--- config.mk ---
export PLATFORM = sky130hd
export DESIGN_NAME = ptp_tod_clock
export DESIGN_NICKNAME = d
export VERILOG_FILES = /design/src/rtl/ptp_tod_pkg.sv /design/src/rtl/ptp_tod_rst_sync.sv /design/src/rtl/ptp_tod_ctrl.sv /design/src/rtl/ptp_tod_core.sv /design/src/rtl/ptp_tod_clock.sv
export SDC_FILE = /design/constraint.sdc
export NUM_CORES = 1
export LEC_CHECK = 0
export BUFFER_PORTS_ARGS = -buffer_cell sky130_fd_sc_hd__buf_2
export CORE_AREA = 2 2 197 199
export DETAILED_ROUTE_END_ITERATION = 6
export DIE_AREA = 0 0 199 201
export PLACE_DENSITY = 0.67
export SYNTH_ARGS = -nofsm -noshare
export SYNTH_HDL_FRONTEND = slang
export SYNTH_HIERARCHICAL = 1
export SYNTH_SLANG_ARGS = --single-unit
--- constraint.sdc ---
create_clock -name clk -period 4 [get_ports clk]
set_input_delay 0.4 -clock clk [delete_from_list [all_inputs] [get_ports clk]]
set_output_delay 0.4 -clock clk [all_outputs]
set_load 0.005 [all_outputs]
--- src/rtl/ptp_tod_pkg.sv ---
package ptp_tod_pkg;

  // Result of folding a raw nanosecond sum back into one second.
  typedef struct packed {
    logic [63:0] ns;
    logic        carry;
    logic        borrow;
  } ns_fold_t;

  typedef enum logic [1:0] {
    UPD_STEP = 2'd0,
    UPD_LOAD = 2'd1
  } upd_kind_e;

  // raw is a two's complement sum. One fold is enough when the step stays
  // within one second in either direction.
  function automatic ns_fold_t fold_ns(input logic [63:0] raw,
                                       input logic [63:0] lim);
    ns_fold_t r;
    r.ns     = raw;
    r.carry  = 1'b0;
    r.borrow = 1'b0;
    if (raw[63]) begin
      r.ns     = raw + lim;
      r.borrow = 1'b1;
    end else if (raw >= lim) begin
      r.ns    = raw - lim;
      r.carry = 1'b1;
    end
    return r;
  endfunction

  // Sign-extend an NS_W-bit offset held in the low bits of a 64-bit word.
  function automatic logic [63:0] sext_to64(input logic [63:0] v,
                                            input int unsigned w);
    logic [63:0] m;
    m = (64'd1 << w) - 64'd1;
    if (v[w-1]) return v | ~m;
    return v & m;
  endfunction

endpackage

--- src/rtl/ptp_tod_rst_sync.sv ---
module ptp_tod_rst_sync #(
  parameter int STAGES = 2
) (
  input  logic clk,
  input  logic rst_n,
  input  logic sw_rst,
  output logic rst_out
);

  logic [STAGES-1:0] chain;

  generate
    if (STAGES == 1) begin : g_one
      always_ff @(posedge clk or negedge rst_n) begin
        if (!rst_n) chain <= '0;
        else        chain <= 1'b1;
      end
    end else begin : g_many
      always_ff @(posedge clk or negedge rst_n) begin
        if (!rst_n) chain <= '0;
        else        chain <= {chain[STAGES-2:0], 1'b1};
      end
    end
  endgenerate

  // Registered combine so the counter sees a clean, glitch-free reset.
  always_ff @(posedge clk or negedge rst_n) begin
    if (!rst_n) rst_out <= 1'b1;
    else        rst_out <= ~chain[STAGES-1] | sw_rst;
  end

  // a software reset sampled at an edge holds the counter in reset.
  p_sw_reset_r9: assert property (@(posedge clk) disable iff (!rst_n)
    $past(sw_rst) |-> rst_out);

  // release only after the synchroniser chain has filled.
  p_release_sync_r1: assert property (@(posedge clk) disable iff (!rst_n)
    !rst_out |-> $past(chain[STAGES-1]));

endmodule

--- src/rtl/ptp_tod_ctrl.sv ---
module ptp_tod_ctrl #(
  parameter int PER_NS_W = 8,
  parameter int FRAC_W   = 32,
  parameter int NS_W     = 32
) (
  input  logic                clk,
  input  logic                rst,
  input  logic                per_wr,
  input  logic [PER_NS_W-1:0] per_ns_in,
  input  logic [FRAC_W-1:0]   per_frac_in,
  input  logic                adj_en,
  input  logic [NS_W-1:0]     adj_ns,
  output logic [PER_NS_W-1:0] per_ns_q,
  output logic [FRAC_W-1:0]   per_frac_q,
  output logic                adj_pend,
  output logic [NS_W-1:0]     adj_val
);

  // Period: cleared to zero by any reset, never kept across it.
  always_ff @(posedge clk or posedge rst) begin
    if (rst) begin
      per_ns_q   <= '0;
      per_frac_q <= '0;
    end else if (per_wr) begin
      per_ns_q   <= per_ns_in;
      per_frac_q <= per_frac_in;
    end
  end

  // One-shot offset: held for a single cycle, then dropped.
  always_ff @(posedge clk or posedge rst) begin
    if (rst) begin
      adj_pend <= 1'b0;
      adj_val  <= '0;
    end else begin
      adj_pend <= adj_en;
      adj_val  <= adj_en ? adj_ns : '0;
    end
  end

  // a written period is visible one edge later.
  p_period_load_r6: assert property (@(posedge clk) disable iff (rst)
    per_wr |=> (per_ns_q == $past(per_ns_in)) && (per_frac_q == $past(per_frac_in)));

  // a pending offset exists only right after a request.
  p_adj_once_r7: assert property (@(posedge clk) disable iff (rst)
    adj_pend |-> $past(adj_en));

endmodule

--- src/rtl/ptp_tod_core.sv ---
module ptp_tod_core
  import ptp_tod_pkg::*;
#(
  parameter int SEC_W      = 48,
  parameter int NS_W       = 32,
  parameter int FRAC_W     = 32,
  parameter int PER_NS_W   = 8,
  parameter int NS_PER_SEC = 1000000000
) (
  input  logic                clk,
  input  logic                rst,
  input  logic [PER_NS_W-1:0] per_ns_q,
  input  logic [FRAC_W-1:0]   per_frac_q,
  input  logic                adj_pend,
  input  logic [NS_W-1:0]     adj_val,
  input  logic                set_en,
  input  logic [SEC_W-1:0]    set_sec,
  input  logic [NS_W-1:0]     set_ns,
  output logic [SEC_W-1:0]    tod_sec,
  output logic [NS_W-1:0]     tod_ns,
  output logic                pps
);

  localparam logic [63:0] NS_LIM = 64'(NS_PER_SEC);

  logic [FRAC_W-1:0] frac_q;
  logic [FRAC_W-1:0] frac_sum;
  logic              frac_carry;
  logic [63:0]       adj_ext;
  logic [63:0]       ns_raw;
  ns_fold_t          fold;
  logic              ns_carry;
  logic              ns_borrow;
  logic [SEC_W-1:0]  sec_step;
  upd_kind_e         upd;

  assign upd = set_en ? UPD_LOAD : UPD_STEP;

  always_comb begin
    {frac_carry, frac_sum} = {1'b0, frac_q} + {1'b0, per_frac_q};
    adj_ext   = adj_pend ? sext_to64(64'(adj_val), NS_W) : 64'd0;
    ns_raw    = 64'(tod_ns) + 64'(per_ns_q) + 64'(frac_carry) + adj_ext;
    fold      = fold_ns(ns_raw, NS_LIM);
    ns_carry  = fold.carry;
    ns_borrow = fold.borrow;
    if (ns_carry)       sec_step = tod_sec + SEC_W'(1);
    else if (ns_borrow) sec_step = tod_sec - SEC_W'(1);
    else                sec_step = tod_sec;
  end

  always_ff @(posedge clk or posedge rst) begin
    if (rst) begin
      tod_sec <= '0;
      tod_ns  <= '0;
      frac_q  <= '0;
      pps     <= 1'b0;
    end else begin
      unique case (upd)
        UPD_LOAD: begin
          tod_sec <= set_sec;
          tod_ns  <= set_ns;
          frac_q  <= '0;
          pps     <= 1'b0;
        end
        default: begin
          tod_sec <= sec_step;
          tod_ns  <= NS_W'(fold.ns);
          frac_q  <= frac_sum;
          pps     <= ns_carry;
        end
      endcase
    end
  end

  // nanoseconds never reach one full second.
  p_ns_range_r3: assert property (@(posedge clk) disable iff (rst)
    64'(tod_ns) < NS_LIM);

  // the strobe marks a one-step seconds increment.
  p_pps_step_r4: assert property (@(posedge clk) disable iff (rst)
    pps |-> (tod_sec == SEC_W'($past(tod_sec) + SEC_W'(1))));

  // a load shows the written time and no strobe.
  p_load_r5: assert property (@(posedge clk) disable iff (rst)
    $past(set_en) |-> (tod_sec == $past(set_sec)) && (tod_ns == $past(set_ns)) && !pps);

  // seconds move only on a load, a carry or an offset.
  p_sec_hold_r8: assert property (@(posedge clk) disable iff (rst)
    (!$past(set_en) && !$past(adj_pend) && !pps) |-> (tod_sec == $past(tod_sec)));

endmodule

--- src/rtl/ptp_tod_clock.sv ---
module ptp_tod_clock #(
  parameter int SEC_W       = 48,
  parameter int NS_W        = 32,
  parameter int FRAC_W      = 32,
  parameter int PER_NS_W    = 8,
  parameter int NS_PER_SEC  = 1000000000,
  parameter int SYNC_STAGES = 2
) (
  input  logic                clk,
  input  logic                rst_n,
  input  logic                sw_rst,
  input  logic                per_wr,
  input  logic [PER_NS_W-1:0] per_ns_in,
  input  logic [FRAC_W-1:0]   per_frac_in,
  input  logic                set_en,
  input  logic [SEC_W-1:0]    set_sec,
  input  logic [NS_W-1:0]     set_ns,
  input  logic                adj_en,
  input  logic [NS_W-1:0]     adj_ns,
  output logic [SEC_W-1:0]    tod_sec,
  output logic [NS_W-1:0]     tod_ns,
  output logic                pps
);

  logic                rst_int;
  logic [PER_NS_W-1:0] per_ns_q;
  logic [FRAC_W-1:0]   per_frac_q;
  logic                adj_pend;
  logic [NS_W-1:0]     adj_val;

  ptp_tod_rst_sync #(
    .STAGES (SYNC_STAGES)
  ) u_rst (
    .clk     (clk),
    .rst_n   (rst_n),
    .sw_rst  (sw_rst),
    .rst_out (rst_int)
  );

  ptp_tod_ctrl #(
    .PER_NS_W (PER_NS_W),
    .FRAC_W   (FRAC_W),
    .NS_W     (NS_W)
  ) u_ctrl (
    .clk         (clk),
    .rst         (rst_int),
    .per_wr      (per_wr),
    .per_ns_in   (per_ns_in),
    .per_frac_in (per_frac_in),
    .adj_en      (adj_en),
    .adj_ns      (adj_ns),
    .per_ns_q    (per_ns_q),
    .per_frac_q  (per_frac_q),
    .adj_pend    (adj_pend),
    .adj_val     (adj_val)
  );

  ptp_tod_core #(
    .SEC_W      (SEC_W),
    .NS_W       (NS_W),
    .FRAC_W     (FRAC_W),
    .PER_NS_W   (PER_NS_W),
    .NS_PER_SEC (NS_PER_SEC)
  ) u_core (
    .clk        (clk),
    .rst        (rst_int),
    .per_ns_q   (per_ns_q),
    .per_frac_q (per_frac_q),
    .adj_pend   (adj_pend),
    .adj_val    (adj_val),
    .set_en     (set_en),
    .set_sec    (set_sec),
    .set_ns     (set_ns),
    .tod_sec    (tod_sec),
    .tod_ns     (tod_ns),
    .pps        (pps)
  );

  // outputs read zero whenever the internal reset is held.
  p_reset_zero_r1: assert property (@(posedge clk)
    rst_int |=> (rst_int -> (tod_sec == '0 && tod_ns == '0 && !pps)));

endmodule

# Word-level counts from Yosys, hierarchy flattened
# Cells that the tools add are included.
totals:
  output_inout_bits: 81
  inputBits: 158
  regBits: 189
  elab_cells: 39
op_classes:
  bitwise_logic: 2
  add_sub_neg: 8
  n_eq_ne: 1
  muxes: 16
  n_reduce_logical: 1
  order_cmp: 1
ops:
  columns: ["cell", "n"]
  rows:
  - ["2-to-1 mux 64 bit", 3]
  - ["2-to-1 mux 48 bit", 3]
  - ["2-to-1 mux 32 bit", 4]
  - ["adder 64 x 1 -> 64 bit", 1]
  - ["adder 64 bit", 1]
  - [">= comparator 64 x 30 -> 1 bit, second input constant", 1]
  - ["adder 48 x 1 -> 48 bit, second input constant", 1]
  - ["subtractor 48 x 1 -> 48 bit, second input constant", 1]
  - ["adder 32 x 32 -> 33 bit", 1]
  - ["adder 32 x 8 -> 33 bit", 1]
  - ["2-to-1 mux 33 bit", 1]
  - ["adder 32 x 30 -> 32 bit, second input constant", 1]
  - ["subtractor 32 x 30 -> 32 bit, second input constant", 1]
  - ["2-to-1 mux 1 bit", 5]
  - ["nonzero test 3 bit", 1]
  - ["equality test 2 x 1 -> 1 bit, second input constant", 1]
  - ["inverter 1 bit", 1]
  - ["OR 1 bit", 1]

# Longest topological paths before layout
logic_depth:
  ltp_word: 9
  depth_mapped: 41
  ltp_nobuf: 37

# Modules after synthesis
# The synthesis kept the hierarchy.
modules_own_cells:
  columns: ["module", "seq_area_each_um2", "n_inst", "area_per_inst_um2", "cells_per_inst"]
  rows:
  - ["ptp_tod_core", 2827.7, 1, 12389.4, 1565]
  - ["ptp_tod_ctrl", 1826.8, 1, 2537.4, 153]
  - ["ptp_tod_rst_sync", 76.3, 1, 86.3, 5]

# Worst setup path before layout
# OpenSTA, ideal clock, no wires.
synth_path:
  kind: "reg-to-reg"
  from: "reg u_ctrl.per_frac_q[0]"
  to: "reg u_core.tod_sec[33]"
  synth_period_minus_slack_ps: 9066
  setup_slack_ps: -5066
  n_path_buf: 3
  setup_time_ps: 126
  stages_incl_launch_ff: 41
  required_time_ps: 3874
  arrival_ps: 8940
  cell_sequence: "dfrtp_1 ha_1 inv_1 fa_1 nor2b_1 o21ai_0 a21oi_1 o211ai_1 a211oi_1 o211ai_1 a31oi_1 a21oi_1 o21ai_0 a21o_1 ha_1 fa_1 a211o_1 a2111oi_4 (+5 left out) a311o_1 nor3_4 o21ai_1 buf_2 buf_2 inv_1 ha_1 a211oi_1 o21bai_1 a21oi_1 o21ai_0 a211oi_1 o21bai_1 a21boi_0 o21bai_1 a21oi_1 xnor2_1 a221o_1"
synth_between:
  elab_chain_cells: 8
  elab_cells_between_ends: 10
  classes_between: "add/sub (3); order compare (1); mux (5); reduce/logical (1)"
synth_rtl:
  columns: ["item", "line", "source"]
  rows:
  - ["start: declaration", "ptp_tod_ctrl.sv:14", "output logic [FRAC_W-1:0] per_frac_q,"]
  - ["start signal: assignment", "ptp_tod_ctrl.sv:26", "per_frac_q <= per_frac_in;"]
  - ["adder 32 x 32 -> 33 bit (*)", "ptp_tod_core.sv:40", "{frac_carry, frac_sum} = {1'b0, frac_q} + {1'b0, per_frac_q};"]
  - ["adder 64 x 1 -> 64 bit (*)", "ptp_tod_core.sv:42", "ns_raw = 64'(tod_ns) + 64'(per_ns_q) + 64'(frac_carry) + adj_ext;"]
  - ["adder 64 bit (*)", "ptp_tod_core.sv:42", null]
  - [">= comparator 64 x 30 -> 1 bit", "ptp_tod_pkg.sv:26", "end else if (raw >= lim) begin"]
  - ["2-to-1 mux 33 bit", "ptp_tod_pkg.sv:26", null]
  - ["2-to-1 mux 1 bit", "ptp_tod_pkg.sv:23", "if (raw[63]) begin"]
  - ["2-to-1 mux 48 bit", "ptp_tod_core.sv:46", "if (ns_carry) sec_step = tod_sec + SEC_W'(1);"]
  - ["2-to-1 mux 48 bit", "ptp_tod_core.sv:58", "unique case (upd)"]
  - ["end signal: assignment", "ptp_tod_core.sv:60", "tod_sec <= set_sec;"]
  - ["end signal: assignment", "ptp_tod_core.sv:66", "tod_sec <= sec_step;"]
  - ["end: declaration", "ptp_tod_core.sv:19", "output logic [SEC_W-1:0] tod_sec,"]
# Mark *: on every way between the ends. The rest lies on a longest branch, timed or not.
# A chain may end at the register's enable or synchronous reset.

# Worst setup path after layout
layout_path:
  from: "reg u_ctrl.per_frac_q[0]"
  to: "reg u_core.tod_sec[38]"
# Same word-level chain as after synthesis.

==> impl_metrics.ini <==
[synth]
yosys_register_bits = 189
synth-seq-area-share_pct = 31.51
syn_nets = 2032
avgSynthCellArea_um2 = 8.713
synth-edff-count = 0
synth_cells = 1723
synth.yosys.warnings = 6
netlist.top_cell.by_area = dfrtp_1
synth_top_flop_cell = dfrtp_1
netlist.area_leader.share_pct = 31.34
syn-cell-area_um2 = 15010
async_reset_ff_share_pct = 100.0
synth.distinct_cells = 95
synth.area.top_cells = dfrtp_1 31%, ha_1 12%, nand2_1 4.6%, a21oi_1 4.0%, nor2_1 3.8%

[layout]
final_cell_mix = 469 x buf_4, 237 x buf_2, 188 x dfrtp_1, 177 x nand2_1, 148 x nor2_1
final_area_um2 = 22480
layout.nets = 2727
post-route-util_pct = 58.98
stdcell_count = 2950
final_common_cell = buf_4
drive_gt1_share_pct = 42.08
syn2layout_area_growth_pct = 49.70

[power_and_ir_drop]
p_sw_mw = 11.07
total_power_mw = 24.67
powerDensity_nw_per_um2 = 1098
internal-power_mw = 13.60
pwr-share-clk_pct = 7.0
comb_power_share_pct = 80.3
swShare_pct = 44.88
peakVddDrop_mv = 0.5881
leakagePower_nw = 11.04
seq_power_share_pct = 12.6

[critical_path]
critPathArrivalTime_ns = 8.51
cp_common_cell = a21oi_2
cp.required_ns = 4.42
timing.rr.end = u_core/tod_sec[38]$_DFFE_PP0P_
crit_fanout = 6
cp-start-kind = flip-flop
r2r_cells = 41
reg2reg_slack_ns = -4.09
end_kind = flip-flop
crit_slowest_cell = dfrtp_1
max_stage_delay_ns = 0.39
reg2reg_from = u_ctrl/per_frac_q[0]$_DFFE_PP0P_
critPathKind = reg -> reg

[sta]
hold_violations = 0
setup_violations = 74
period_share_pct = 202.4
setup-tns-final_ns = -250.70
tightest_slew_ns = 0.9305
finClkSkew_ns = 0.01538
fin_ws_ns = -4.095
timing.fmax_mhz = 123.5
finalMaxSlewViolations = 0
fin_crit_ns = 8.095
timing.slew.headroom_pct = 37.97
whs_ns = 0.1088
rsz0062_at_grt = yes

[routing]
via_per_inst = 5.413
drt-initial-drc-count = 964
ant_nets = 0
dr.pass1.iters = 5
drcViolationCount = 0
vias = 15967
wire_per_inst_um = 17.57
drt-total-wl_um = 51820

[die]
start_util_pct = 39.40
rows = 72
dieArea_um2 = 40000
die_y_um = 201
ios = 239
die_x_um = 199
core_um2 = 38110

[worst_hold_path]
hold_class = in -> reg
worstHoldStart = sw_rst
hold_depth = 2
holdPathEnd = u_rst/rst_out$_DFF_PN1_

[clock_tree]
cts_buffer_depth = 2
cts_sinks = 189
clk_pin_slew_ns = 0.08
cts_max_level = 4
clk_latency_ns = 0.50
cts_made_buffers = 17
cts_tree = built
clockRootBuffer = clkbuf_16

[place]
place_area_um2 = 20470
portBuffers = 238
place_inst = 2868
gp_congestion = 0.9494
post-place-ws_ns = -4.246
hpwl_um = 39070

[outcome]
violations = setup timing
status = finished, violations left

[global_routing]
first_global_vias = 16112
grt_max_degree = 65
grt-ovfl-total = 0
antenna_found_initial = 4
grt_usage_pct = 26.00
grt_pass1_wl_um = 82280

[run]
maxCapViolCount = 0
power by group through the flow:
stage	clock, mW	combinational, mW	sequential (mW)
final	1.74	19.8	3.12
after global routing	1.86	21.5	3.19
after CTS	1.79	18.5	3.10
after detailed placement	0	16.7	3.12
after global placement	0	16.5	3.11
after floorplan	0	9.48	3.00
layer usage:
| metal | global-route usage (%) | vias to the layer above | routed length (µm) |
|---|---|---|---|
| met4 | 9.808 | 4 | 1372 |
| met5 | 0 | - | 33 |
| li1 | - | 7753 | - |
| met3 | 4.234 | 83 | 2549 |
| met1 | 33.98 | 7697 | 22970 |
| met2 | 43.01 | 430 | 24900 |
layout make-up:
cell class	count	area [µm²]
antenna	1	2.502
clock buffer	19	442.9
clock inverter	13	147.6
fill	3300	15630
inverter	38	150.1
multi-input combinational	1420	10970
sequential	189	4731
tap	518	648.1
timing repair buffer	752	5380
worst max-delay path by stage:
stage | from | end | slack (ns)
2_1_floorplan | u_ctrl/per_frac_q[0]$_DFFE_PP0P_ | u_core/tod_sec[32]$_DFFE_PP0P_ | -4.36
3_3_place_gp | u_ctrl/per_frac_q[0]$_DFFE_PP0P_ | u_core/tod_sec[43]$_DFFE_PP0P_ | -4.09
3_5_place_dp | u_ctrl/per_frac_q[0]$_DFFE_PP0P_ | u_core/tod_sec[43]$_DFFE_PP0P_ | -4.25
4_1_cts | u_ctrl/per_frac_q[0]$_DFFE_PP0P_ | u_core/tod_sec[47]$_DFFE_PP0P_ | -3.89
5_1_grt | u_ctrl/per_frac_q[0]$_DFFE_PP0P_ | u_core/tod_sec[43]$_DFFE_PP0P_ | -4.56
6_report | u_ctrl/per_frac_q[0]$_DFFE_PP0P_ | u_core/tod_sec[38]$_DFFE_PP0P_ | -4.09
worst max-delay path: cells and delay by family, from the launching register on:
family / cells / cell delay [ns]
flops: 1 / 0.39
buf+inv: 6 / 0.90
xor+xnor: 1 / 0.15
simple gates: 6 / 0.81
compound gates: 23 / 4.55
fa+ha+maj: 5 / 1.21
what timing repair did:
item | CTS | global route
resized for setup | 133 | 68
hold buffers | 1 | 0
endpoints found under the setup margin | 77 | 77
buffers inserted | 26 | 20
pin swaps | 54 | 77
gates cloned | 2 | 2
hold endpoints to repair | 3 | 0
state kept, by name, summed over array words and instances, names as in the netlist:
| register | flops |
|---|---|
| u_ctrl/adj_pend | 1 |
| u_ctrl/adj_val | 32 |
| u_rst/rst_out | 1 |
| u_core/frac_q | 32 |
| u_core/tod_ns | 32 |
| u_ctrl/per_frac_q | 32 |
| u_ctrl/per_ns_q | 8 |
| u_core/pps | 1 |
| u_core/tod_sec | 48 |
| u_rst/chain | 2 |
logic make-up (layout without fill, tap and decap cells):
logic type,Yosys count,in the layout,synth area share (%)
buf+inv,114,822,3.234
fa+ha+maj,151,151,13.13
flops,189,189,31.51
xor+xnor,86,86,5.067
simple gates,612,612,19.80
compound gates,518,518,23.39
mux,52,52,3.842
other cells,1,2,0.02498
cell usage after synthesis (all sizes together) (30+ instances only):
cell	count
nor3	34
a211oi	30
a21oi	121
nand2	183
dfrtp	188
ha	140
clkbuf	59
nor2	152
a31oi	50
xnor2	58
mux2	45
inv	38
o21ai	92
a21o	61
and2	77
nand3	47
Power figures use the tool's default switching activity.
